### src/rtl/fsk_bank_pkg.sv
package fsk_bank_pkg;

  typedef enum logic [1:0] {
    FSK_PIN  = 2'd0,
    FSK_REG  = 2'd1,
    FSK_FAST = 2'd2,
    FSK_OFF  = 2'd3
  } fskMode_e;

  // Strobes from control to datapath
  typedef struct packed {
    logic bankF2;
    logic applyDev;
    logic useFast;
    logic txOn;
    logic rxOn;
  } bankCtl_t;

endpackage

### src/rtl/fsk_bank_ctrl.sv
module fsk_bank_ctrl
  import fsk_bank_pkg::*;
#(
  parameter int NUM_W     = 24,
  parameter int DEV_DEPTH = 8,
  localparam int IDX_W    = $clog2(DEV_DEPTH)
) (
  input  logic             clk,
  input  logic             rstN,
  input  logic             bankSelReg,
  input  logic             trPinMode,
  input  logic             trPinAllow,
  input  logic             trPolarity,
  input  logic             fanoutEn,
  input  logic             trCtl,
  input  logic [1:0]       fskMode,
  input  logic [1:0]       fskLevel,
  input  logic [IDX_W-1:0] devSel,
  input  logic [IDX_W-1:0] symIn,
  input  logic             fskEnF1,
  input  logic             fskEnF2,
  input  logic [NUM_W-1:0] denF1,
  input  logic [NUM_W-1:0] denF2,
  output bankCtl_t         ctl,
  output logic [IDX_W-1:0] devIndex
);

  logic [1:0]       trSync;
  logic             pinActive;
  logic             txSide;
  logic             bankF2;
  logic             fskEnAct;
  logic             denZero;
  logic [IDX_W-1:0] lvlMask;

  // Two-stage synchronizer for the asynchronous pin
  always_ff @(posedge clk or negedge rstN) begin
    if (!rstN) trSync <= '0;
    else       trSync <= {trSync[0], trCtl};
  end

  assign pinActive = trPinMode & trPinAllow;
  assign txSide    = trSync[1] ^ trPolarity;
  assign bankF2    = pinActive ? ~txSide : bankSelReg;
  assign fskEnAct  = bankF2 ? fskEnF2 : fskEnF1;
  assign denZero   = bankF2 ? (denF2 == '0) : (denF1 == '0);

  // Level L keeps the L low symbol bits
  for (genvar i = 0; i < IDX_W; i++) begin : g_mask
    assign lvlMask[i] = (int'(fskLevel) > i);
  end

  always_comb begin
    ctl.bankF2   = bankF2;
    ctl.txOn     = fanoutEn | ~bankF2;
    ctl.rxOn     = fanoutEn | bankF2;
    ctl.applyDev = 1'b0;
    ctl.useFast  = 1'b0;
    devIndex     = '0;
    unique case (fskMode_e'(fskMode))
      FSK_PIN: begin
        ctl.applyDev = fskEnAct & denZero & (fskLevel != 2'd0);
        devIndex     = symIn & lvlMask;
      end
      FSK_REG: begin
        ctl.applyDev = fskEnAct & denZero & (fskLevel != 2'd0);
        devIndex     = devSel;
      end
      FSK_FAST: begin
        ctl.applyDev = fskEnAct & denZero;
        ctl.useFast  = 1'b1;
      end
      default: ;
    endcase
  end

  assert_level_gate_R6: assert property (@(posedge clk) disable iff (!rstN)
    (fskLevel == 2'd0 && fskMode[1] == 1'b0) |-> !ctl.applyDev);

  assert_index_mask_R7: assert property (@(posedge clk) disable iff (!rstN)
    (fskMode == 2'd0 && fskLevel == 2'd1) |-> (devIndex[IDX_W-1:1] == '0));

  assert_den_gate_R11: assert property (@(posedge clk) disable iff (!rstN)
    (denF1 != '0 && denF2 != '0) |-> !ctl.applyDev);

endmodule

### src/rtl/fsk_bank_dp.sv
module fsk_bank_dp
  import fsk_bank_pkg::*;
#(
  parameter int NUM_W     = 24,
  parameter int DEV_W     = 16,
  parameter int DEV_DEPTH = 8,
  localparam int IDX_W    = $clog2(DEV_DEPTH),
  localparam int TAB_W    = DEV_W * DEV_DEPTH
) (
  input  logic             clk,
  input  logic             rstN,
  input  bankCtl_t         ctl,
  input  logic [IDX_W-1:0] devIndex,
  input  logic [DEV_W-1:0] fastDev,
  input  logic [NUM_W-1:0] baseNumF1,
  input  logic [NUM_W-1:0] baseNumF2,
  input  logic [TAB_W-1:0] devTabF1,
  input  logic [TAB_W-1:0] devTabF2,
  output logic [NUM_W-1:0] numOut,
  output logic             bankOut,
  output logic             txEn,
  output logic             rxEn
);

  logic [DEV_W-1:0] devF1 [DEV_DEPTH];
  logic [DEV_W-1:0] devF2 [DEV_DEPTH];
  logic [DEV_W-1:0] devPick;
  logic [NUM_W-1:0] devExt;
  logic [NUM_W-1:0] baseAct;
  logic [NUM_W-1:0] numNext;
  logic             armed;

  for (genvar k = 0; k < DEV_DEPTH; k++) begin : g_unpack
    assign devF1[k] = devTabF1[k*DEV_W +: DEV_W];
    assign devF2[k] = devTabF2[k*DEV_W +: DEV_W];
  end

  always_comb begin
    if (ctl.useFast)     devPick = fastDev;
    else if (ctl.bankF2) devPick = devF2[devIndex];
    else                 devPick = devF1[devIndex];
  end

  assign devExt  = {{(NUM_W-DEV_W){devPick[DEV_W-1]}}, devPick};
  assign baseAct = ctl.bankF2 ? baseNumF2 : baseNumF1;
  assign numNext = baseAct + (ctl.applyDev ? devExt : '0);

  always_ff @(posedge clk or negedge rstN) begin
    if (!rstN) begin
      numOut  <= '0;
      bankOut <= 1'b0;
      txEn    <= 1'b0;
      rxEn    <= 1'b0;
      armed   <= 1'b0;
    end else begin
      numOut  <= numNext;
      bankOut <= ctl.bankF2;
      txEn    <= ctl.txOn;
      rxEn    <= ctl.rxOn;
      armed   <= 1'b1;
    end
  end

  assert_port_on_R5: assert property (@(posedge clk) disable iff (!rstN)
    armed |-> (txEn || rxEn));

  assert_port_follows_bank_R2: assert property (@(posedge clk) disable iff (!rstN)
    (armed && !(txEn && rxEn)) |-> (txEn == !bankOut));

  assert_passthru_R11: assert property (@(posedge clk) disable iff (!rstN)
    (armed && !$past(ctl.applyDev)) |->
      (numOut == $past(ctl.bankF2 ? baseNumF2 : baseNumF1)));

endmodule

### src/rtl/fsk_bank_sel.sv
module fsk_bank_sel
  import fsk_bank_pkg::*;
#(
  parameter int NUM_W     = 24,
  parameter int DEV_W     = 16,
  parameter int DEV_DEPTH = 8,
  localparam int IDX_W    = $clog2(DEV_DEPTH),
  localparam int TAB_W    = DEV_W * DEV_DEPTH
) (
  input  logic             clk,
  input  logic             rstN,
  input  logic             bankSelReg,
  input  logic             trPinMode,
  input  logic             trPinAllow,
  input  logic             trPolarity,
  input  logic             fanoutEn,
  input  logic             trCtl,
  input  logic [1:0]       fskMode,
  input  logic [1:0]       fskLevel,
  input  logic [IDX_W-1:0] devSel,
  input  logic [IDX_W-1:0] symIn,
  input  logic [DEV_W-1:0] fastDev,
  input  logic             fskEnF1,
  input  logic             fskEnF2,
  input  logic [NUM_W-1:0] baseNumF1,
  input  logic [NUM_W-1:0] baseNumF2,
  input  logic [NUM_W-1:0] denF1,
  input  logic [NUM_W-1:0] denF2,
  input  logic [TAB_W-1:0] devTabF1,
  input  logic [TAB_W-1:0] devTabF2,
  output logic [NUM_W-1:0] numOut,
  output logic             bankOut,
  output logic             txEn,
  output logic             rxEn
);

  bankCtl_t         ctl;
  logic [IDX_W-1:0] devIndex;

  fsk_bank_ctrl #(.NUM_W(NUM_W), .DEV_DEPTH(DEV_DEPTH)) u_ctrl (
    .clk(clk), .rstN(rstN), .bankSelReg(bankSelReg), .trPinMode(trPinMode),
    .trPinAllow(trPinAllow), .trPolarity(trPolarity), .fanoutEn(fanoutEn),
    .trCtl(trCtl), .fskMode(fskMode), .fskLevel(fskLevel), .devSel(devSel),
    .symIn(symIn), .fskEnF1(fskEnF1), .fskEnF2(fskEnF2), .denF1(denF1),
    .denF2(denF2), .ctl(ctl), .devIndex(devIndex)
  );

  fsk_bank_dp #(.NUM_W(NUM_W), .DEV_W(DEV_W), .DEV_DEPTH(DEV_DEPTH)) u_dp (
    .clk(clk), .rstN(rstN), .ctl(ctl), .devIndex(devIndex), .fastDev(fastDev),
    .baseNumF1(baseNumF1), .baseNumF2(baseNumF2), .devTabF1(devTabF1),
    .devTabF2(devTabF2), .numOut(numOut), .bankOut(bankOut), .txEn(txEn),
    .rxEn(rxEn)
  );

endmodule

### config.mk
export PLATFORM = sky130hd
export DESIGN_NAME = fsk_bank_sel
export DESIGN_NICKNAME = d
export VERILOG_FILES = /design/src/rtl/fsk_bank_pkg.sv /design/src/rtl/fsk_bank_ctrl.sv /design/src/rtl/fsk_bank_dp.sv /design/src/rtl/fsk_bank_sel.sv
export SDC_FILE = /design/constraint.sdc
export NUM_CORES = 1
export LEC_CHECK = 0
export BUFFER_PORTS_ARGS = -buffer_cell sky130_fd_sc_hd__buf_2
export CAP_MARGIN = 40
export CORE_AREA = 2 2 162 164
export CTS_BUF_LIST = sky130_fd_sc_hd__clkbuf_4 sky130_fd_sc_hd__clkbuf_8
export DETAILED_ROUTE_END_ITERATION = 10
export DIE_AREA = 0 0 164 166
export PLACE_DENSITY = 0.49
export SLEW_MARGIN = 20
export SYNTH_ARGS = -nofsm -noshare
export SYNTH_HDL_FRONTEND = slang
export SYNTH_SLANG_ARGS = --single-unit
export TNS_END_PERCENT = 20
### constraint.sdc
create_clock -name clk -period 9.1 [get_ports clk]
set_input_delay 0.91 -clock clk [delete_from_list [all_inputs] [get_ports clk]]
set_output_delay 0.91 -clock clk [all_outputs]
set_load 0.01 [all_outputs]
==> results by group, run 1 <==
STA
  – Setup TNS: 0 ps
  – Max Slew Vio Count: 0
  – Relative slew slack: 40.16%
  – Slew at the pin closest to its max-slew limit: 897.6 ps
  – Hold_ws: 350.4 ps
  – RSZ-0062 raised after global routing: false
  – Ratio of final minimum period to clock period: 62.42%
  – Final hold violation count: 0
  – Worst Skew: 5.820 ps
  – Fin crit period: 5680 ps
  – Final setup viols: 0
  – Fmax: 176.1 MHz

Synthesis
  – Commonest cells post-synth: 135 x nand2_1, 64 x mux4_2, 58 x nand3_1
  – Synth top area share: between 30% and 40%
  – Ys flop type: dfrtp_1
  – Post-synth cell types: 58
  – Syn. warnings: 0
  – Mean Syn Cell Area: 8.915 sq um
  – Synth Net Count: 923
  – Seq/Total Area, Yosys: 15.71%
  – Top cells by area, synth: mux4_2 31%, dfrtp_1 16%, nand2_1 11%
  – Yosys reg bits: 29
  – Most frequent cell after synthesis: nand2_1
  – Mapped cell area: 0.004618 sq mm
  – Cells after Synth: roughly 520
  – Post-synth top area cell: mux4_2
  – EDFF count, synth: 0
  – Asr flop ratio synth: 100.0%

Cells and area
  – Nets: 1319
  – Layout area overhead: 55.89%
  – Final Instance Area: 0.007199 sq mm
  – Fin cells: 1252
  – FILL cells: 2799
  – Share of layout cells above drive strength 1: 55.85%

Power and ir drop
  – Worst VDD drop: 0.04038 mV
  – Flop pwr share: between 20% and 30%
  – Switch share: 37.42%
  – Combinational fraction of design power: 55.1%
  – Pint: 0.3514 mW
  – P_leak: 3.523 nW
  – Clock Power Share: 19.3%
  – Final Power: 0.5615 mW
  – PD cells: 77.99 mW/mm^2
  – Switching power: about 0.21 mW

Floorplanning
  – Core ar.: 0.02562 sq mm
  – Die W: 164 um
  – # rows: just under 60
  – Die height: 166 um
  – Die area: approximately 0.027 sq mm
  – I/O Pins: ~420
  – Initial Util: 18.03%

Run
  – Max_cap viols: 0

Route
  – Detailed Routing Iterations Pass 1: 4
  – DRT iter0 DRCs: roughly 350
  – Routed Antenna Nets: 0
  – Vias/cell: about 4.6
  – Routed vias: 5769
  – Wire length per cell: 20.05 um
  – DRT Wirelength: 25.10 mm
  – DRC: 0

Clocking
  – CTS root buffer: clkbuf_8
  – CTS Sinks: 29
  – CTS tree: built
  – Postcts setup bufs: 0
  – CTS buffer count: 5
  – Hold-fix buffers, CTS: 0
  – Clock Pin Slew Worst Setup and Hold Paths: approximately 70 ps
  – CTS max path bufs: 2
  – Cts repair resizes: 0
  – H-tree depth: 2
  – Clk_lat worst skew: 290 ps

Setup path
  – Crit path launch type: primary input
  – Worst path arrival time: 5900 ps
  – Crit Path Max Fanout: 48
  – CP Class: in -> reg
  – Worst Path Required: 9320 ps
  – Crit. End Element: flip-flop

Worst hold path
  – Hold WC Path Type: reg -> reg

Run status
  – Status: finished, final reports clean

Place
  – Placer congestion estimate: 0.9190
  – DP Cell Count: 1241
  – PortBufs: 414
  – Post-placement cell area: 0.007088 sq mm
  – HPWL Detailed: about 22 mm

Global routing
  – Total gr overflow: 0
  – Initial antenna violation count: 3
  – Largest net degree at the start of global routing: between 40 and 50
  – First-pass GRT wire length: 35.46 mm
  – Vias in the first global route: 5781
  – Gr usage total: 17.61%
==> metrics by stage <==
step | utilization, % | setup slack (ps)
6_report | 28.11 | 3420
5_1_grt | 28.11 | 3033
4_1_cts | 28.01 | 3259
3_5_place_dp | 27.67 | 2944
3_3_place_gp | 27.50 | 2989
2_1_floorplan | - | 4243
==> worst paths after layout <==
check	from	endpoint	slack (ps)	cells after the start
max reg2reg	u_ctrl.trSync[1]	u_dp.numOut[18]	4290	18
max in group asynchronous	rstN	u_dp.numOut[10]	7980	1
min in group asynchronous	rstN	u_dp.numOut[18]	660	1
min reg2reg	u_ctrl.trSync[0]	u_ctrl.trSync[1]	350	0
max	fskMode[0]	u_dp.numOut[18]	3420	19
min	u_ctrl.trSync[0]	u_ctrl.trSync[1]	350	0
==> worst max-delay path: stages <==
cell and delay, ps:
buf_2 140, nand3b_4 180, a21oi_4 570, buf_4 630
mux4_2 400, nand2_1 90, nand3_1 100, nand3_1 120
a21oi_1 80, ha_1 230, fa_1 460, a21o_1 180
nand4_1 90, nand2_1 100, a211o_1 300, a221oi_1 760
nor3_1 120, a41oi_1 220, xor2_1 150
==> logic make-up (layout without fill, tap and decap cells) <==
family | Yosys count | in the layout | synth area share (%)
AND/OR/NAND/NOR | 257 | 257 | 25.87
multiplexers | 79 | 79 | 34.84
flip-flops | 29 | 29 | 15.71
buffers and inverters | 41 | 438 | 3.793
XOR/XNOR | 23 | 23 | 4.362
other | 0 | 2 | 0
AO/OA/AOI/OAI | 72 | 72 | 10.65
adder cells (fa/ha/maj) | 17 | 17 | 4.768
==> placed cells by master (no fill, tap or decap), drive strengths merged, types with 10 or more instances in the layout <==
cell / n
nor3: 10
nand3: 59
buf: 424
xnor2: 15
ha: 16
mux4: 64
mux2i: 14
nor4: 11
a21oi: 27
dfrtp: 29
nand2: 135
nor2: 12
==> flip-flops by register name, indices dropped and copies added (netlist names) <==
name           cells
u_dp.rxEn          1
u_ctrl.trSync      2
u_dp.txEn          1
u_dp.numOut       24
u_dp.bankOut       1
==> cell type report <==
cell class / instances / area [sq um] / share of cell area (%)
multi-input combinational: 448 / 3741 / 51.96
timing repair buffer: 424 / 2200 / 30.55
sequential: 29 / 725.7 / 10.08
tap: 335 / 419.2 / 5.822
clock buffer: 5 / 68.82 / 0.9559
inverter: 6 / 22.52 / 0.3128
clock inverter: 3 / 17.52 / 0.2433
antenna: 2 / 5.005 / 0.06952
==> power groups by stage <==
stage | combinational, mW | clock (mW) | sequential [mW]
after global routing | 0.339 | 0.119 | 0.145
after global placement | 0.310 | 0 | 0.146
after CTS | 0.315 | 0.116 | 0.144
after floorplan | 0.153 | 0 | 0.153
after detailed placement | 0.314 | 0 | 0.146
final | 0.310 | 0.109 | 0.143
==> routing by layer <==
metal,global-route usage [%],share of wire [%],up-vias
li1,-,-,2755
met1,23.66,43,2750
met5,0,0,-
met2,30.89,51,251
met4,2.784,0.86,0
met3,1.823,5.2,13
Power figures use the tool's default switching activity.
==> run 2: changes to the inputs <==
--- a/config.mk
+++ b/config.mk
@@ -5,13 +5,14 @@
 export SDC_FILE = /design/constraint.sdc
 export NUM_CORES = 1
 export LEC_CHECK = 0
+export ABC_AREA = 1
 export BUFFER_PORTS_ARGS = -buffer_cell sky130_fd_sc_hd__buf_2
 export CAP_MARGIN = 40
 export CORE_AREA = 2 2 162 164
 export CTS_BUF_LIST = sky130_fd_sc_hd__clkbuf_4 sky130_fd_sc_hd__clkbuf_8
 export DETAILED_ROUTE_END_ITERATION = 10
 export DIE_AREA = 0 0 164 166
-export PLACE_DENSITY = 0.49
+export PLACE_DENSITY = 0.53
 export SLEW_MARGIN = 20
 export SYNTH_ARGS = -nofsm -noshare
 export SYNTH_HDL_FRONTEND = slang
==> constraint.sdc (replaced) <==
create_clock -name clk -period 5.17 [get_ports clk]
set_input_delay 0.517 -clock clk [delete_from_list [all_inputs] [get_ports clk]]
set_output_delay 0.517 -clock clk [all_outputs]
set_load 0.01 [all_outputs]
==> results by group, run 2 <==
Route
  – Routed vias: 7624 (+32%)
  – Routed Antenna Nets: 0 (unchanged)
  – DRC: 0 (unchanged)
  – Vias/cell: 4.695 (+1.9%)
  – DRT Wirelength: 28.00 mm (+12%)
  – Wire length per cell: 17.24 um (-14%)
  – DRT iter0 DRCs: 468 (+34%)
  – Detailed Routing Iterations Pass 1: 5 (+1)

Power and ir drop
  – Pint: 0.6124 mW (+74%)
  – Worst VDD drop: 0.09041 mV (+120%)
  – Final Power: 1.063 mW (+89%)
  – PD cells: 138.6 mW/mm^2 (+78%)
  – Switch share: 42.37% (+4.9 points)
  – Flop pwr share: 24.1% (-1.5 points)
  – Switching power: 0.4502 mW (+110%)
  – P_leak: 4.348 nW (+23%)
  – Combinational fraction of design power: 58.9% (+3.8 points)
  – Clock Power Share: 17.0% (-2.3 points)

Clocking
  – Clk_lat worst skew: 270 ps (-20 ps)
  – CTS buffer count: 5 (unchanged)
  – CTS root buffer: clkbuf_8
  – CTS Sinks: 29 (unchanged)
  – CTS max path bufs: 2 (unchanged)
  – Cts repair resizes: 0 (unchanged)
  – Postcts setup bufs: 0 (unchanged)
  – Hold-fix buffers, CTS: 0 (unchanged)
  – H-tree depth: 2 (unchanged)
  – CTS tree: built
  – Clock Pin Slew Worst Setup and Hold Paths: 60 ps (about the same)

STA
  – Setup TNS: 0 ps (unchanged)
  – Relative slew slack: 54.56% (+14 points)
  – Fin crit period: ~4500 ps
  – Slew at the pin closest to its max-slew limit: 674.4 ps (-223.2 ps)
  – Ratio of final minimum period to clock period: 86.18%
  – RSZ-0062 raised after global routing: false
  – Max Slew Vio Count: 0 (unchanged)
  – Hold_ws: 253.7 ps (-96.70 ps)
  – Final hold violation count: 0 (unchanged)
  – Fmax: around 220 MHz
  – Final setup viols: 0 (unchanged)
  – Worst Skew: 6.573 ps (+0.7530 ps)

Cells and area
  – Share of layout cells above drive strength 1: 36.26% (-20 points)
  – Biggest register: u_dp.numOut
  – Layout area overhead: 49.34%
  – Largest registers: u_dp.numOut x24, u_ctrl.trSync x2
  – Max reg flops: 24 (unchanged)
  – Most common cell after layout, fill and taps aside: buf_2
  – FILL cells: 2911 (+4.0%)
  – Most frequent cells in the layout: 414 x buf_2, 309 x nand2_1, 94 x nand3_1
  – Nets: 1689 (+28%)
  – Final Instance Area: 0.007669 sq mm (+6.5%)

Synthesis
  – Asr flop ratio synth: 100.0% (unchanged)
  – EDFF count, synth: 0 (unchanged)
  – Mapped cell area: 0.005135 sq mm (+11%)
  – Ys flop type: dfrtp_1
  – Post-synth top area cell: nand2_1
  – Most frequent cell after synthesis: nand2_1
  – Post-synth cell types: 39 (-33%)
  – Yosys reg bits: 29 (unchanged)
  – Mean Syn Cell Area: 5.680 sq um (-36%)
  – Top cells by area, synth: nand2_1 23%, dfrtp_1 14%, nand3_1 9.2%
  – Synth Net Count: 1309 (+42%)
  – Seq/Total Area, Yosys: 14.13% (-1.6 points)
  – Syn. warnings: 0 (unchanged)
  – Cells after Synth: 904 (+75%)
  – Commonest cells post-synth: 310 x nand2_1, 94 x nand3_1, 93 x a21oi_1
  – Synth top area share: 22.66% (-8.6 points)

Place
  – Placer congestion estimate: 0.8992 (-2.2%)
  – Post-placement cell area: 0.007572 sq mm (+6.8%)
  – PortBufs: 414 (unchanged)
  – HPWL Detailed: 24.25 mm (+11%)

Global routing
  – Gr usage total: 19.18% (+1.6 points)
  – Initial antenna violation count: 4 (+1)
  – First-pass GRT wire length: 40.22 mm (+13%)
  – Vias in the first global route: 7242 (+25%)
  – Largest net degree at the start of global routing: 129 (+160%)
  – Total gr overflow: 0 (unchanged)

Setup path
  – Worst stage delay on the critical path: 390 ps (-370 ps)
  – RR Endpoint: u_dp.numOut[20]
  – CP Launch Point: fskMode[1]
  – CP Class: in -> reg
  – Crit Reg-Reg Startpoint: u_ctrl.trSync[1]
  – Worst path arrival time: 4620 ps (-1280 ps)
  – Crit path launch type: primary input
  – Worst path bufs/invs: 4 (+2)
  – Reg-to-reg slack, setup: 1300 ps (-2990 ps)
  – Most common cell on crit path: nand2_1
  – Path depth of the worst reg2reg path: 26 (+8)
  – Crit. End Element: flip-flop
  – Slowest cell on the critical path: buf_12
  – Crit. path cell count: 27 (+8)
  – Crit path max-delay family: compound AO/OA/AOI/OAI gates
  – Worst Path Required: 5340 ps (-3980 ps)
  – Crit Path Max Fanout: 128 (+170%)

Floorplanning
  – Die W: 164 um (unchanged)
  – Core ar.: 0.02562 sq mm (unchanged)
  – Die area: 0.02722 sq mm (unchanged)
  – # rows: 59 (unchanged)
  – Initial Util: 20.05% (+2.0 points)
  – Die height: 166 um (unchanged)
  – I/O Pins: 415 (unchanged)

Worst hold path
  – Hold WC Path Type: in -> async

Run status
  – Status: finished, final reports clean

Run
  – Max_cap viols: 0 (unchanged)
run 2: cell types whose count changed after synthesis, moves of 11 or more:
cell      before  now
mux2i_1       12    1
a21oi_1       25   93
nand2_1      135  310
nor2_1        12   59
nand3_1       58   94
a32o_1         0   30
inv_1          4   64
o21ai_0        7   25
o211ai_1       2   15
o31ai_1        0   15
clkbuf_1      17   43
a221oi_1       1   15
mux4_2        64    0
xnor2_1       15    3
run 2: area by class of cell:
cell class	count	area (sq um)	area share [%]
multi-input combinational	748	3911	51.00
timing repair buffer	432	2257	29.43
clock inverter	2	10.01	0.1305
antenna	4	10.01	0.1305
tap	335	419.2	5.466
clock buffer	6	76.32	0.9953
sequential	29	725.7	9.463
inverter	68	259.0	3.377
run 2: worst register-to-register path, cell delays in order, from the launching register on:
cell     delay, ps
dfrtp_1        420
xor2_1         150
nand3_1         90
nand2_2        140
inv_1           70
nand3_1         60
nand2_1         50
nand2_1        130
inv_1          210
o21ai_0        200
a21oi_1         70
ha_1           230
fa_1           470
a31oi_1        240
o21ai_0        180
nand3_1        100
nand2_1         70
nand3_1         70
nand2_1         90
a21oi_1        230
inv_1           70
nand3_1         80
nand3_2         80
nand2_1         90
nand2_1         50
nand2_1         70
nand2_1         40
run 2: cell families after synthesis:
group                      synth area share [%]
DFF                                       14.13
AOI/OAI and AO/OA                         26.02
xor gates and xnor gates                  3.411
buffers and inverters                     9.844
adders and majority gates                 4.288
muxes                                    0.1949
and+or+nand+nor                           42.11
run 2: worst max-delay path by stage:
stage / endpoint / slack [ps]
after floorplan: u_dp.numOut[20] / 1170
after global placement: u_dp.numOut[20] / 510
after detailed placement: u_dp.numOut[23] / 450
after CTS: u_dp.numOut[20] / 720
after global routing: u_dp.numOut[22] / 280
final: u_dp.numOut[20] / 710
run 2: routing by layer:
metal | GRT usage (%) | vias to the layer above | wire length (um)
li1 | - | 3844 | -
met1 | 23.18 | 3396 | 11300
met2 | 35.79 | 352 | 14200
met3 | 2.572 | 30 | 1910
met4 | 3.852 | 2 | 576
met5 | 0 | - | 13
run 2: metrics by stage:
step,cells,setup slack (ps),utilization (%)
6_report,1624,714.3,29.94
3_5_place_dp,1612,455.0,29.56
5_1_grt,1622,278.5,29.92
2_1_floorplan,904,1169,-
3_3_place_gp,1612,512.6,29.56
4_1_cts,1620,723.8,29.90
run 2: power by group through the flow:
| stage | logic [mW] | registers [mW] | clock network [mW] |
|---|---|---|---|
| final | 0.626 | 0.256 | 0.181 |
| after global routing | 0.694 | 0.257 | 0.200 |
| after CTS | 0.636 | 0.256 | 0.189 |
| after detailed placement | 0.633 | 0.260 | 0 |
| after global placement | 0.632 | 0.260 | 0 |
| after floorplan | 0.309 | 0.270 | 0 |
==> run 3: changes to the inputs <==
--- a/config.mk
+++ b/config.mk
@@ -13,6 +13,7 @@
 export DETAILED_ROUTE_END_ITERATION = 10
 export DIE_AREA = 0 0 164 166
 export PLACE_DENSITY = 0.53
+export RECOVER_POWER = 50
 export SLEW_MARGIN = 20
 export SYNTH_ARGS = -nofsm -noshare
 export SYNTH_HDL_FRONTEND = slang
==> results by group, run 3 (same netlist as run 2, synthesis figures left out) <==
Route
  – Routed Antenna Nets: 0 (unchanged)
  – Routed vias: 7601 (-0.30%)
  – DRT iter0 DRCs: 476 (+1.7%)
  – Vias/cell: 4.683 (-0.24%)
  – Wire length per cell: 17.26 um (+0.12%)
  – DRC: 0 (unchanged)
  – DRT Wirelength: 28.02 mm (about the same)
  – Detailed Routing Iterations Pass 1: 5 (unchanged)

STA
  – RSZ-0062 raised after global routing: false
  – Final setup viols: 0 (unchanged)
  – Ratio of final minimum period to clock period: 86.16% (about the same)
  – Relative slew slack: 0.6176% (-54 points)
  – Worst Skew: 6.630 ps (+0.05760 ps)
  – Fin crit period: 4454 ps (-1.271 ps)
  – Min setup slack post-route: 715.5 ps (+1.271 ps)
  – Final hold violation count: 0 (unchanged)
  – Fmax: 224.5 MHz (about the same)
  – Setup TNS: 0 ps (unchanged)
  – Max Slew Vio Count: 0 (unchanged)
  – Slew at the pin closest to its max-slew limit: 1491 ps (+816.3 ps)

Floorplanning
  – # rows: 59 (unchanged)
  – Die W: 164 um (unchanged)
  – I/O Pins: 415 (unchanged)
  – Initial Util: 20.05% (unchanged)
  – Core ar.: 0.02562 sq mm (unchanged)
  – Die height: 166 um (unchanged)
  – Die area: 0.02722 sq mm (unchanged)

Setup path
  – Crit. End Element: flip-flop
  – Slowest cell on the critical path: buf_12
  – CP Launch Point: fskMode[1]
  – Crit Reg-Reg Startpoint: u_ctrl.trSync[1]
  – CP Class: in -> reg
  – Crit path launch type: primary input
  – Worst stage delay on the critical path: 390 ps (about the same)
  – Crit Path Max Fanout: 128 (unchanged)
  – Most common cell on crit path: nand2_1
  – Worst path arrival time: 4620 ps (about the same)
  – Worst Path Required: 5340 ps (about the same)

Cells and area
  – Nets: 1689 (unchanged)
  – Largest registers: u_dp.numOut x24, u_ctrl.trSync x2
  – Max reg flops: 24 (unchanged)
  – Layout area overhead: 49.00%
  – Final Instance Area: 0.007651 sq mm (-0.23%)
  – Share of layout cells above drive strength 1: 35.33% (-0.93 points)
  – FILL cells: 2915 (+0.14%)
  – Biggest register: u_dp.numOut
  – Fin cells: 1623 (-0.062%)
  – Most frequent cells in the layout: 402 x buf_2, 309 x nand2_1, 94 x nand3_1
  – Most common cell after layout, fill and taps aside: buf_2

Worst hold path
  – Hold_sp: u_ctrl.trSync[0]
  – Hold WC Path Type: reg -> reg

Global routing
  – Gr usage total: 19.18% (unchanged)
  – Largest net degree at the start of global routing: 129 (unchanged)
  – Vias in the first global route: 7242 (unchanged)
  – First-pass GRT wire length: 40.22 mm (unchanged)
  – Initial antenna violation count: 4 (unchanged)
  – Total gr overflow: 0 (unchanged)

Power and ir drop
  – P_leak: 4.314 nW (-0.79%)
  – PD cells: 138.6 mW/mm^2 (about the same)
  – Final Power: 1.061 mW (-0.19%)
  – Worst VDD drop: 0.09041 mV (about the same)

Place
  – Post-placement cell area: 0.007572 sq mm (unchanged)
  – DP Cell Count: 1612 (unchanged)
  – PortBufs: 414 (unchanged)
  – Post-place setup slack: 455.0 ps (unchanged)
  – HPWL Detailed: 24.25 mm (unchanged)
  – Placer congestion estimate: 0.8992 (unchanged)

Clocking
  – Clock Pin Slew Worst Setup and Hold Paths: 60 ps (about the same)
  – CTS buffer count: 5 (unchanged)
  – Clk_lat worst skew: 270 ps (about the same)
  – CTS root buffer: clkbuf_8
  – CTS max path bufs: 2 (unchanged)
  – Hold-fix buffers, CTS: 0 (unchanged)
  – CTS tree: built
  – H-tree depth: 2 (unchanged)
  – Cts repair resizes: 0 (unchanged)
  – CTS Sinks: 29 (unchanged)
  – Postcts setup bufs: 0 (unchanged)

Run
  – Max_cap viols: 1 (+1)

Run status
  – Status: complete, but fails checks
  – Failing checks: max-capacitance violations
[run 3: worst paths after layout]
kind,endpoint,slack (ps),cells after the start
setup / recovery,u_dp.numOut[20],720,27
hold / removal,u_ctrl.trSync[1],350,0
setup reg to reg,u_dp.numOut[20],1300,26
hold reg to reg,u_ctrl.trSync[1],350,0
max in group asynchronous,u_dp.numOut[23],3710,1
min in group asynchronous,u_ctrl.trSync[1],590,1
[run 3: metal layers]
layer | wire length [um] | vias to the layer above | part of all wire, % | global-route usage [%]
li1 | - | 3845 | - | -
met1 | 11580 | 3390 | 41 | 23.18
met2 | 14180 | 334 | 51 | 35.79
met3 | 1661 | 30 | 5.9 | 2.572
met4 | 576 | 2 | 2.1 | 3.852
met5 | 12 | - | 0.043 | 0
[run 3: worst max-delay path: cells and delay by family]
kind,cells,cell delay [ps]
AO/OA/AOI/OAI,8,1710
adder cells (fa/ha/maj),1,290
buffers and inverters,4,620
AND/OR/NAND/NOR,14,1370
[run 3: through the flow]
step	hold slack (ps)	utilization, %
CTS	273.5	29.90
finish	347.6	29.87
global route	330.6	29.86
floorplan	221.4	-
global placement	334.0	29.56
detailed placement	336.5	29.56
[run 3: cell type report]
cell class / instances / area, sq um / share of cell area [%]
Clock inverter: 2 / 10.01 / 0.1308
Antenna cell: 3 / 7.507 / 0.09812
Clock buffer: 6 / 76.32 / 0.9975
Sequential cell: 29 / 725.7 / 9.485
Timing Repair Buffer: 432 / 2242 / 29.30
Tap cell: 335 / 419.2 / 5.478
Inverter: 68 / 259.0 / 3.385
Multi-Input combinational cell: 748 / 3911 / 51.12
[run 3: power by group]
part | switching [mW] | leakage [nW] | internal [mW]
Sequential | 0.00728 | 0.342 | 0.249
Clock | 0.0825 | 0.0484 | 0.0982
Combinational | 0.361 | 3.92 | 0.263
Total | 0.451 | 4.31 | 0.610
